$ cat config.mk
export PLATFORM = sky130hd
export DESIGN_NAME = irq_shadow_wrap
export DESIGN_NICKNAME = d
export VERILOG_FILES = /design/src/rtl/irqw_pkg.sv /design/src/rtl/irqw_evt_pack.sv /design/src/rtl/irqw_decode.sv /design/src/rtl/irqw_rdmux.sv /design/src/rtl/irq_shadow_wrap.sv
export SDC_FILE = /design/constraint.sdc
export NUM_CORES = 1
export LEC_CHECK = 0
export BUFFER_PORTS_ARGS = -buffer_cell sky130_fd_sc_hd__buf_4
export CORE_MARGIN = 5
export CORE_UTILIZATION = 50
export CTS_CLUSTER_DIAMETER = 120
export DETAILED_ROUTE_END_ITERATION = 7
export GPL_ROUTABILITY_DRIVEN = 0
export MAX_ROUTING_LAYER = met4
export PLACE_DENSITY = 0.83
export SLEW_MARGIN = 20
export SYNTH_ARGS = -nofsm -noshare
export SYNTH_HDL_FRONTEND = slang
export SYNTH_SLANG_ARGS = --single-unit
$ cat constraint.sdc
create_clock -name clk -period 4.72 [get_ports clk]
set_input_delay 0.944 -clock clk [delete_from_list [all_inputs] [get_ports clk]]
set_output_delay 0.944 -clock clk [all_outputs]
set_load 0.02 [all_outputs]
$ cat src/rtl/irqw_pkg.sv
package irqw_pkg;

    localparam int DATA_W   = 32;
    localparam int TX_LSB   = 0;
    localparam int RX_LSB   = 9;
    localparam int CORE_LSB = 16;

    // Register offsets (software visible, fixed)
    localparam logic [7:0] OFS_SRC      = 8'h20;
    localparam logic [7:0] OFS_SRC_SET  = 8'h24;
    localparam logic [7:0] OFS_SRC_CLR  = 8'h28;
    localparam logic [7:0] OFS_MSK      = 8'h2C;
    localparam logic [7:0] OFS_MSK_SET  = 8'h30;
    localparam logic [7:0] OFS_MSK_CLR  = 8'h34;
    localparam logic [7:0] OFS_MASKED   = 8'h38;
    localparam logic [7:0] OFS_EOI      = 8'h3C;

    typedef struct packed {
        logic src_set;
        logic src_clr;
        logic msk_set;
        logic msk_clr;
        logic eoi;
    } irqw_wstb_t;

    typedef struct packed {
        logic [DATA_W-1:0] src;
        logic [DATA_W-1:0] mask;
        logic              gate_open;
        logic              irq;
    } irqw_state_t;

    function automatic logic [DATA_W-1:0] field_bits(input int lsb, input int n);
        logic [DATA_W-1:0] v;
        v = '0;
        for (int i = 0; i < n; i++) v[lsb+i] = 1'b1;
        return v;
    endfunction

endpackage

$ cat src/rtl/irqw_evt_pack.sv
module irqw_evt_pack
    import irqw_pkg::*;
#(
    parameter int TX_N   = 5,
    parameter int RX_N   = 4,
    parameter int CORE_N = 9
) (
    input  logic [TX_N-1:0]   tx_evt,
    input  logic [RX_N-1:0]   rx_evt,
    input  logic [CORE_N-1:0] core_evt,
    output logic [DATA_W-1:0] evt_vec
);

    // fixed placement of each event group in the source word
    always_comb begin
        evt_vec = '0;
        for (int i = 0; i < TX_N; i++)   evt_vec[TX_LSB+i]   = tx_evt[i];
        for (int j = 0; j < RX_N; j++)   evt_vec[RX_LSB+j]   = rx_evt[j];
        for (int k = 0; k < CORE_N; k++) evt_vec[CORE_LSB+k] = core_evt[k];
    end

endmodule

$ cat src/rtl/irqw_decode.sv
module irqw_decode
    import irqw_pkg::*;
#(
    parameter int ADDR_W = 8
) (
    input  logic              bus_wen,
    input  logic [ADDR_W-1:0] bus_addr,
    output irqw_wstb_t        wstb
);

    always_comb begin
        wstb         = '0;
        wstb.src_set = bus_wen && (bus_addr == ADDR_W'(OFS_SRC_SET));
        wstb.src_clr = bus_wen && (bus_addr == ADDR_W'(OFS_SRC_CLR));
        wstb.msk_set = bus_wen && (bus_addr == ADDR_W'(OFS_MSK_SET));
        wstb.msk_clr = bus_wen && (bus_addr == ADDR_W'(OFS_MSK_CLR));
        wstb.eoi     = bus_wen && (bus_addr == ADDR_W'(OFS_EOI));
    end

endmodule

$ cat src/rtl/irqw_rdmux.sv
module irqw_rdmux
    import irqw_pkg::*;
#(
    parameter int ADDR_W = 8
) (
    input  logic [ADDR_W-1:0] bus_addr,
    input  logic [DATA_W-1:0] src,
    input  logic [DATA_W-1:0] mask,
    output logic [DATA_W-1:0] rdata
);

    // readable views; aliases and EOI read as zero
    always_comb begin
        rdata = '0;
        if (bus_addr == ADDR_W'(OFS_SRC))    rdata = src;
        if (bus_addr == ADDR_W'(OFS_MSK))    rdata = mask;
        if (bus_addr == ADDR_W'(OFS_MASKED)) rdata = src & mask;
    end

endmodule

$ cat src/rtl/irq_shadow_wrap.sv
module irq_shadow_wrap
    import irqw_pkg::*;
#(
    parameter int ADDR_W = 8,
    parameter int TX_N   = 5,
    parameter int RX_N   = 4,
    parameter int CORE_N = 9
) (
    input  logic              clk,
    input  logic              rst_n,
    input  logic [ADDR_W-1:0] bus_addr,
    input  logic              bus_wen,
    input  logic [31:0]       bus_wdata,
    output logic [31:0]       bus_rdata,
    input  logic [TX_N-1:0]   tx_evt,
    input  logic [RX_N-1:0]   rx_evt,
    input  logic [CORE_N-1:0] core_evt,
    output logic              irq_o
);

    localparam logic [DATA_W-1:0] VALID =
        field_bits(TX_LSB, TX_N) | field_bits(RX_LSB, RX_N) | field_bits(CORE_LSB, CORE_N);

    irqw_state_t       st_d, st_q;
    irqw_wstb_t        wstb;
    logic [DATA_W-1:0] evt_vec;
    logic [DATA_W-1:0] src_q;
    logic [DATA_W-1:0] mask_q;

    irqw_evt_pack #(.TX_N(TX_N), .RX_N(RX_N), .CORE_N(CORE_N)) u_pack (
        .tx_evt   (tx_evt),
        .rx_evt   (rx_evt),
        .core_evt (core_evt),
        .evt_vec  (evt_vec)
    );

    irqw_decode #(.ADDR_W(ADDR_W)) u_dec (
        .bus_wen  (bus_wen),
        .bus_addr (bus_addr),
        .wstb     (wstb)
    );

    irqw_rdmux #(.ADDR_W(ADDR_W)) u_rd (
        .bus_addr (bus_addr),
        .src      (src_q),
        .mask     (mask_q),
        .rdata    (bus_rdata)
    );

    always_comb begin
        logic [DATA_W-1:0] src_n;
        logic [DATA_W-1:0] msk_n;
        logic              fire;
        st_d  = st_q;
        // clear, then set, then hardware events (events win)
        src_n = st_q.src;
        if (wstb.src_clr) src_n = src_n & ~bus_wdata;
        if (wstb.src_set) src_n = src_n | bus_wdata;
        src_n    = (src_n | evt_vec) & VALID;
        st_d.src = src_n;
        // mask aliases
        msk_n = st_q.mask;
        if (wstb.msk_clr) msk_n = msk_n & ~bus_wdata;
        if (wstb.msk_set) msk_n = msk_n | bus_wdata;
        st_d.mask = msk_n & VALID;
        // single pulse gated by end-of-interrupt
        fire     = st_q.gate_open && (|(st_q.src & st_q.mask));
        st_d.irq = fire;
        if (fire)          st_d.gate_open = 1'b0;
        else if (wstb.eoi) st_d.gate_open = 1'b1;
    end

    always_ff @(posedge clk or negedge rst_n) begin
        if (!rst_n) begin
            st_q           <= '0;
            st_q.gate_open <= 1'b1;
        end else begin
            st_q <= st_d;
        end
    end

    assign src_q  = st_q.src;
    assign mask_q = st_q.mask;
    assign irq_o  = st_q.irq;

endmodule

# [Yosys cells after proc, flatten, opt, wreduce, memory -nomap -nowiden]
# Cells that the tools add are included.
[totals] ramBits=0 rom_bits=0 latch_bits=0 input_bits=61 regBits=38 memories=0
[op_classes] n_shift=0 add_sub_neg=0 mux=9 div_mod_pow=0 n_bitwise=7 eq_ne=8 mul=0 reduce_logical=8 order_cmp=0
[ops] cell="$mux 25" count=6
[ops] cell="$and 25x25->25" count=3
[ops] cell="$or 25x25->25" count=3
[ops] cell="$eq 8x6->1 const B" count=8
[ops] cell="$mux 32" count=1
[ops] cell="$reduce_or 32->1" count=1
[ops] cell="$not 25->25" count=1
[ops] cell="$logic_and 1x1->1" count=6
[ops] cell="$mux 1" count=2
[ops] cell="$reduce_bool 2->1" count=1

# [Longest topological paths before layout]
# Gate-level depths: netlist of the first run.
[depth] ltp_word=6 ltp_mapped=6 ltp_nobuf=4

# [By module]
# From an unflattened synthesis of the first run, not the netlist that was laid out.
[unflattened] cells_unflattened=303 hier_area_um2=2849.0
[by_module_without_submodules] module="irq_shadow_wrap" area_per_inst_um2=1612.8 n_inst=1 cells_per_inst=136
[by_module_without_submodules] module="irqw_rdmux" area_per_inst_um2=908.4 n_inst=1 cells_per_inst=124
[by_module_without_submodules] module="irqw_evt_pack" area_per_inst_um2=244.0 n_inst=1 cells_per_inst=33
[by_module_without_submodules] module="irqw_decode" area_per_inst_um2=83.8 n_inst=1 cells_per_inst=10

# [Least setup slack after synthesis of the first run]
# Ideal clock, no wire load.
[synth_path] kind="input -> output" startpoint="in bus_addr[7]" endpoint="out bus_rdata[10]" setup_slack_ps=1320 arrival_time_ps=2456 required_time_ps=3776 path_stages=5 n_path_buf=2 path_cell_list="or4b_1 buf_6 nor3_2 buf_4 a221o_1"
[synth_via] elab_chain_len=4 elab_cells_between_ends=6 classes_between="3 x eq/ne; 3 x mux"
[synth_lines] item="start: declaration" line="irq_shadow_wrap.sv:11" rtl="input logic [ADDR_W-1:0] bus_addr,"
[synth_lines] item="$eq 8x6->1" line="irqw_rdmux.sv:15" rtl="if (bus_addr == ADDR_W'(OFS_SRC)) rdata = src;"
[synth_lines] item="$mux 25" line="irqw_rdmux.sv:15"
[synth_lines] item="$mux 25" line="irqw_rdmux.sv:16" rtl="if (bus_addr == ADDR_W'(OFS_MSK)) rdata = mask;"
[synth_lines] item="$mux 32 (*)" line="irqw_rdmux.sv:17" rtl="if (bus_addr == ADDR_W'(OFS_MASKED)) rdata = src & mask;"
[synth_lines] item="end: declaration" line="irq_shadow_wrap.sv:14" rtl="output logic [31:0] bus_rdata,"
# Every way passes the cells marked *; elsewhere a longest branch is shown, timed or not.

# [Worst setup path after layout of the first run]
[layout_path] startpoint="in bus_addr[1]" endpoint="out bus_rdata[1]"
# The elaborated chain is that of the path after synthesis.

==> metrics, run 1 <==
Worst Path Max Fanout 18; status finished, final reports clean; Via density 5.45; mapped cell area 2190 sq um; Clk pin slew, worst setup/hold paths 0.07 ns; crit path capture type output port; drt pass-1 iters 4; CP Class in -> out; final setup violation count 0; DRC violations left 0; worst slew pin tran 0.793 ns; # diodes 0; Root Buffer clkbuf_8; Post-CTS Setup Inserts 0; worst clock skew 0.00895 ns; area post-placement 2650 sq um; final WL 5470 um; gr ovfl total 0; Mean Syn Cell Area 9.47 sq um; via count 1897; Sw Ratio 0.255; hold buffer count at CTS 0; first-pass GRT wire length 9100 um; htree depth 2; Top Ports 94; register area share after synthesis 0.435; RSZ-0062 raised after global routing no; Primary FF master, synth dfrtp_1; synthesis warning total 0; number of synthesized flops with an enable pin 0; initial antenna violation count 0; power share of the clock group 0.360; utilization after layout 0.638; Final #Nets 356; vias in the first global route 1925; clk sinks 38; worst path cell trace buf_4 > nor3b_1 > nand3b_1 > o21bai_1 > a22o_1 > buf_4; layout overhead on the synthesized area 25.3%; die area 5800 sq um; CP Buf/Inv Count 2; Longest Clk Path Bufs 2; detailed-route wire length per cell 15.7 um; switching power 0.000166 W; buffers added on ports 65; Top delay family on crit path simple AND/OR/NAND/NOR gates; cts bufs inserted 5; endpoints failing hold 0; Startpoint Class input port; Slew Limit Fails 0; FFs w/ async S/R, synth 1.00; Pint 0.000486 W; Max-Cap Viols 0; Lkg Pwr 1.47 nW; Core Box Area 4290 sq um; Starting DRT DRC Count 114; Post-DP HPWL 3820 um; power share of the combinational group 0.120; TritonCTS clock tree yes; CP arrival 2.64 ns; slowest stage delay, CP 0.61 ns; Yosys cell types 31; PD cells 238 nW/um^2; post-CTS sizing 0; Tmin final 3.59 ns; pin count of the biggest net entering global routing 39; Worst Path Required 3.78 ns; Worst slew margin 0.470; Antenna Nets Post-Route 0; Tot Pwr 0.000652 W; synthesized flop and latch total 38; Site Rows 24; final setup TNS 0 ns; Slowest-stage cell, CP nand3b_1; Synth Instances 231; max frequency 279 MHz; Post-Layout Inst Area 2740 sq um; VDD IR-drop max 0.152 mV; aggregate global-route resource usage 0.194; Die Ht 76.1 um; Final Cycle Share 0.760; clk_lat worst skew 0.29 ns; HP Class reg -> reg; most frequent CP cell buf_4; die width 76.1 um; sequential power share 0.520; starting density of the core 0.509; share of layout cells above drive strength 1 0.280
path summary, 6_finish.rpt:
kind,start,slack [ns],cells after the start,end
max,bus_addr[1],1.13,6,bus_rdata[1]
min,st_q[1],0.52,1,st_q[1]
max reg2reg,src_q[4],3.33,4,st_q[1]
min reg2reg,st_q[1],0.52,1,st_q[1]
max in group asynchronous,rst_n,3.74,1,st_q[1]
min in group asynchronous,rst_n,0.61,1,src_q[4]
layout make-up:
cell class / count / area (sq um)
tap: 52 / 65.1
clock buffer: 6 / 82.6
multi-input combinational: 164 / 1050
clock inverter: 2 / 12.5
timing repair buffer: 68 / 510
fill: 366 / 1550
inverter: 18 / 67.6
sequential: 38 / 952
synthesized netlist by cell type, drive strengths merged (2+ instances only):
cell / count / share of area
clkbuf: 4 / 0.0069
nor3: 4 / 0.019
buf: 20 / 0.069
inv: 18 / 0.031
nand2: 55 / 0.094
dfrtp: 37 / 0.42
nor2: 19 / 0.034
nand4: 4 / 0.011
a221o: 35 / 0.16
and3: 2 / 0.0057
a22oi: 2 / 0.0069
mux2i: 18 / 0.082
power groups by stage:
stage	clock [W]	combinational (W)	sequential, W
2_1_floorplan	0	0.0000404	0.000344
3_3_place_gp	0	0.0000770	0.000345
3_5_place_dp	0	0.0000788	0.000345
4_1_cts	0.000241	0.0000790	0.000339
5_1_grt	0.000258	0.0000867	0.000340
6_report	0.000235	0.0000782	0.000339
per-stage QoR:
stage                     hold WS, ns  cells  setup WS [ns]
after CTS                       0.519    348           1.16
after global placement          0.505    340           1.13
after floorplan                 0.498    244           1.32
after detailed placement        0.509    340           1.17
after global routing            0.534    348           1.05
final                           0.517    348           1.13
cells by family (layout without fill, tap and decap cells):
logic type | count (synthesis) | after routing | synth area share
buf+inv | 42 | 94 | 0.107
mux | 18 | 18 | 0.0824
simple gates | 92 | 92 | 0.196
other cells | 1 | 14 | 0.00171
flops | 38 | 38 | 0.435
compound gates | 40 | 40 | 0.178
per-layer routing:
metal	vias to the layer above	track usage	share of wire
li1	928	-	-
met1	887	0.227	0.43
met2	73	0.326	0.49
met3	9	0.0591	0.066
met4	0	0.0507	0.011
met5	-	-	0
layout by cell type (no fill, tap or decap), types with 4 or more instances in the layout:
cell	Yosys	routed
nand4_1	4	4
mux2i_1	18	18
nand2_1	55	55
nor2_1	18	18
a221o_1	35	35
clkbuf_8	0	6
dfrtp_1	37	37
buf_4	16	68
inv_1	18	18
conb_1	1	14
No activity file was read; power rests on OpenSTA's default activity.
==> run 2, diff against run 1 <==
- CORE_UTILIZATION: 50 -> 48
- PLACE_DENSITY: 0.83 -> 0.81
- clock period: 4.72 -> 3.5 ns (I/O delays scaled with it)
==> run 2 against run 1 <==
Count of clock-buffer cells in the layout stayed put. Wire length is 2.1% higher. Utilization up 0.29 points. Die area increased by 3.6%. Register-to-register slack worse by 1.4 ns. Final area rose by 2.6%. Critical path type unchanged. Highest routed layer unchanged.
==> metrics, run 2 (synthesis gave the netlist of run 1 again) <==
Multi-input gate area 1050 sq um; Die Ht 77.5 um; Max-Cap Viols 0; share of layout cells above drive strength 1 0.288; launch point of the worst path bus_addr[7]; most common cell after layout, fill and taps aside buf_4; drt pass-1 iters 4; htree depth 2; Reg-to-Reg Start src_q[4]; pin count of the biggest net entering global routing 39; TritonCTS clock tree yes; reg2reg end st_q[1]; first-pass GRT wire length 9240 um; detailed-route wire length per cell 15.9 um; clk_lat worst skew 0.30 ns; Startpoint Class input port; Lkg Pwr 1.51 nW; worst path cell trace buf_4 > or4b_1 > nor3_2 > buf_4 > o21bai_1 > a22o_1 > buf_4; endpoints failing hold 0; most frequent CP cell buf_4; Root Buffer clkbuf_8; Core Box Area 4380 sq um; gr ovfl total 0; aggregate global-route resource usage 0.195; die width 77.5 um; Tmin final 3.07 ns; vias in the first global route 1974; buffers added on ports 65; Slowest-stage cell, CP or4b_1; Post-CTS Setup Inserts 0; Worst slew margin 0.530; Worst Path Max Fanout 18; layout overhead on the synthesized area 28.5%; final WL 5590 um; Post-DP HPWL 3980 um; status finished, final reports clean; reg2reg path depth 4; post-CTS sizing 0; Worst Setup EP bus_rdata[1]; Reg area 952 sq um; VDD IR-drop max 0.212 mV; crit path capture type output port; most frequent cells in the layout buf_4, nand2_1, dfrtp_1; die area 6010 sq um; RSZ-0062 raised after global routing no; Starting DRT DRC Count 155; CP Class in -> out; final setup violation count 0; DRC violations left 0; initial antenna violation count 0; Top Ports 94; Longest Clk Path Bufs 2; Antenna Nets Post-Route 0; # diodes 0; worst clock skew 0.00617 ns; Clk pin slew, worst setup/hold paths 0.08 ns; hold buffer count at CTS 0; Final #Nets 359; CP arrival 2.37 ns; Slew Limit Fails 0; starting density of the core 0.499; Worst R2R Setup Slack 1.92 ns; final setup TNS 0 ns; Worst Path Required 2.80 ns; worst slew pin tran 0.705 ns; via count 1946; Site Rows 24; HP Class in -> async; slowest stage delay, CP 0.67 ns; FILL cells 379; PD cells 366 nW/um^2; cts bufs inserted 5; Final Cycle Share 0.877; clk sinks 38; Via density 5.54; max frequency 326 MHz; Tot Pwr 0.00103 W
-- run 2: cell types whose count changed in the layout (fill, tap and decap cells not counted) --
cell / before / now
buf_4: 68 / 71
clkinv_2: 1 / 0
clkinvlp_4: 1 / 0
bufinv_16: 0 / 2
-- run 2: critical path, delay by kind of cell --
family	cells	cell delay, ns
buffers and inverters	3	0.51
and+or+nand+nor	2	0.87
AOI/OAI and AO/OA	2	0.29
-- run 2: how the worst min path moves through the flow --
stage                 start         to  slack [ns]  cells after the start
floorplan             rst_n  async pin        0.40                      0
detailed placement  st_q[1]    st_q[1]        0.51                      1
finish                rst_n   src_q[9]        0.36                      1
CTS                   rst_n  src_q[12]        0.38                      1
global route          rst_n  async pin        0.41                      1
global placement    st_q[1]    st_q[1]        0.51                      1
-- run 2: cell type report --
| type | count | share of cell area |
|---|---|---|
| Tap cell | 52 | 0.0232 |
| Sequential cell | 38 | 0.339 |
| Timing Repair Buffer | 71 | 0.190 |
| Multi-Input combinational cell | 164 | 0.374 |
| Clock buffer | 6 | 0.0294 |
| Clock inverter | 2 | 0.0214 |
| Inverter | 18 | 0.0240 |
-- run 2: where the power goes --
group / leakage [nW] / internal [W] / total [W] / switching [W]
Combinational: 1.09 / 0.0000478 / 0.000106 / 0.0000581
Clock: 0.0714 / 0.000304 / 0.000466 / 0.000162
Sequential: 0.345 / 0.000449 / 0.000457 / 0.00000819
Total: 1.51 / 0.000801 / 0.00103 / 0.000228
-- run 2: stage by stage --
| stage | area, sq um | setup WS, ns | hold WS, ns | instances | utilization |
|---|---|---|---|---|---|
| 3_5_place_dp | 2670 | 0.415 | 0.513 | 343 | 0.608 |
| 6_report | 2810 | 0.429 | 0.359 | 351 | 0.641 |
| 2_1_floorplan | 2240 | 0.588 | 0.404 | 244 | - |
| 4_1_cts | 2810 | 0.435 | 0.380 | 351 | 0.641 |
| 3_3_place_gp | 2670 | 0.455 | 0.506 | 343 | 0.608 |
| 5_1_grt | 2810 | 0.332 | 0.409 | 351 | 0.641 |
-- run 2: metal layers --
metal	global-route usage	up-vias	share of wire
met1	0.231	941	0.41
met4	0.0636	0	0.015
met5	-	-	0
met2	0.329	60	0.51
li1	-	935	-
met3	0.0417	10	0.061
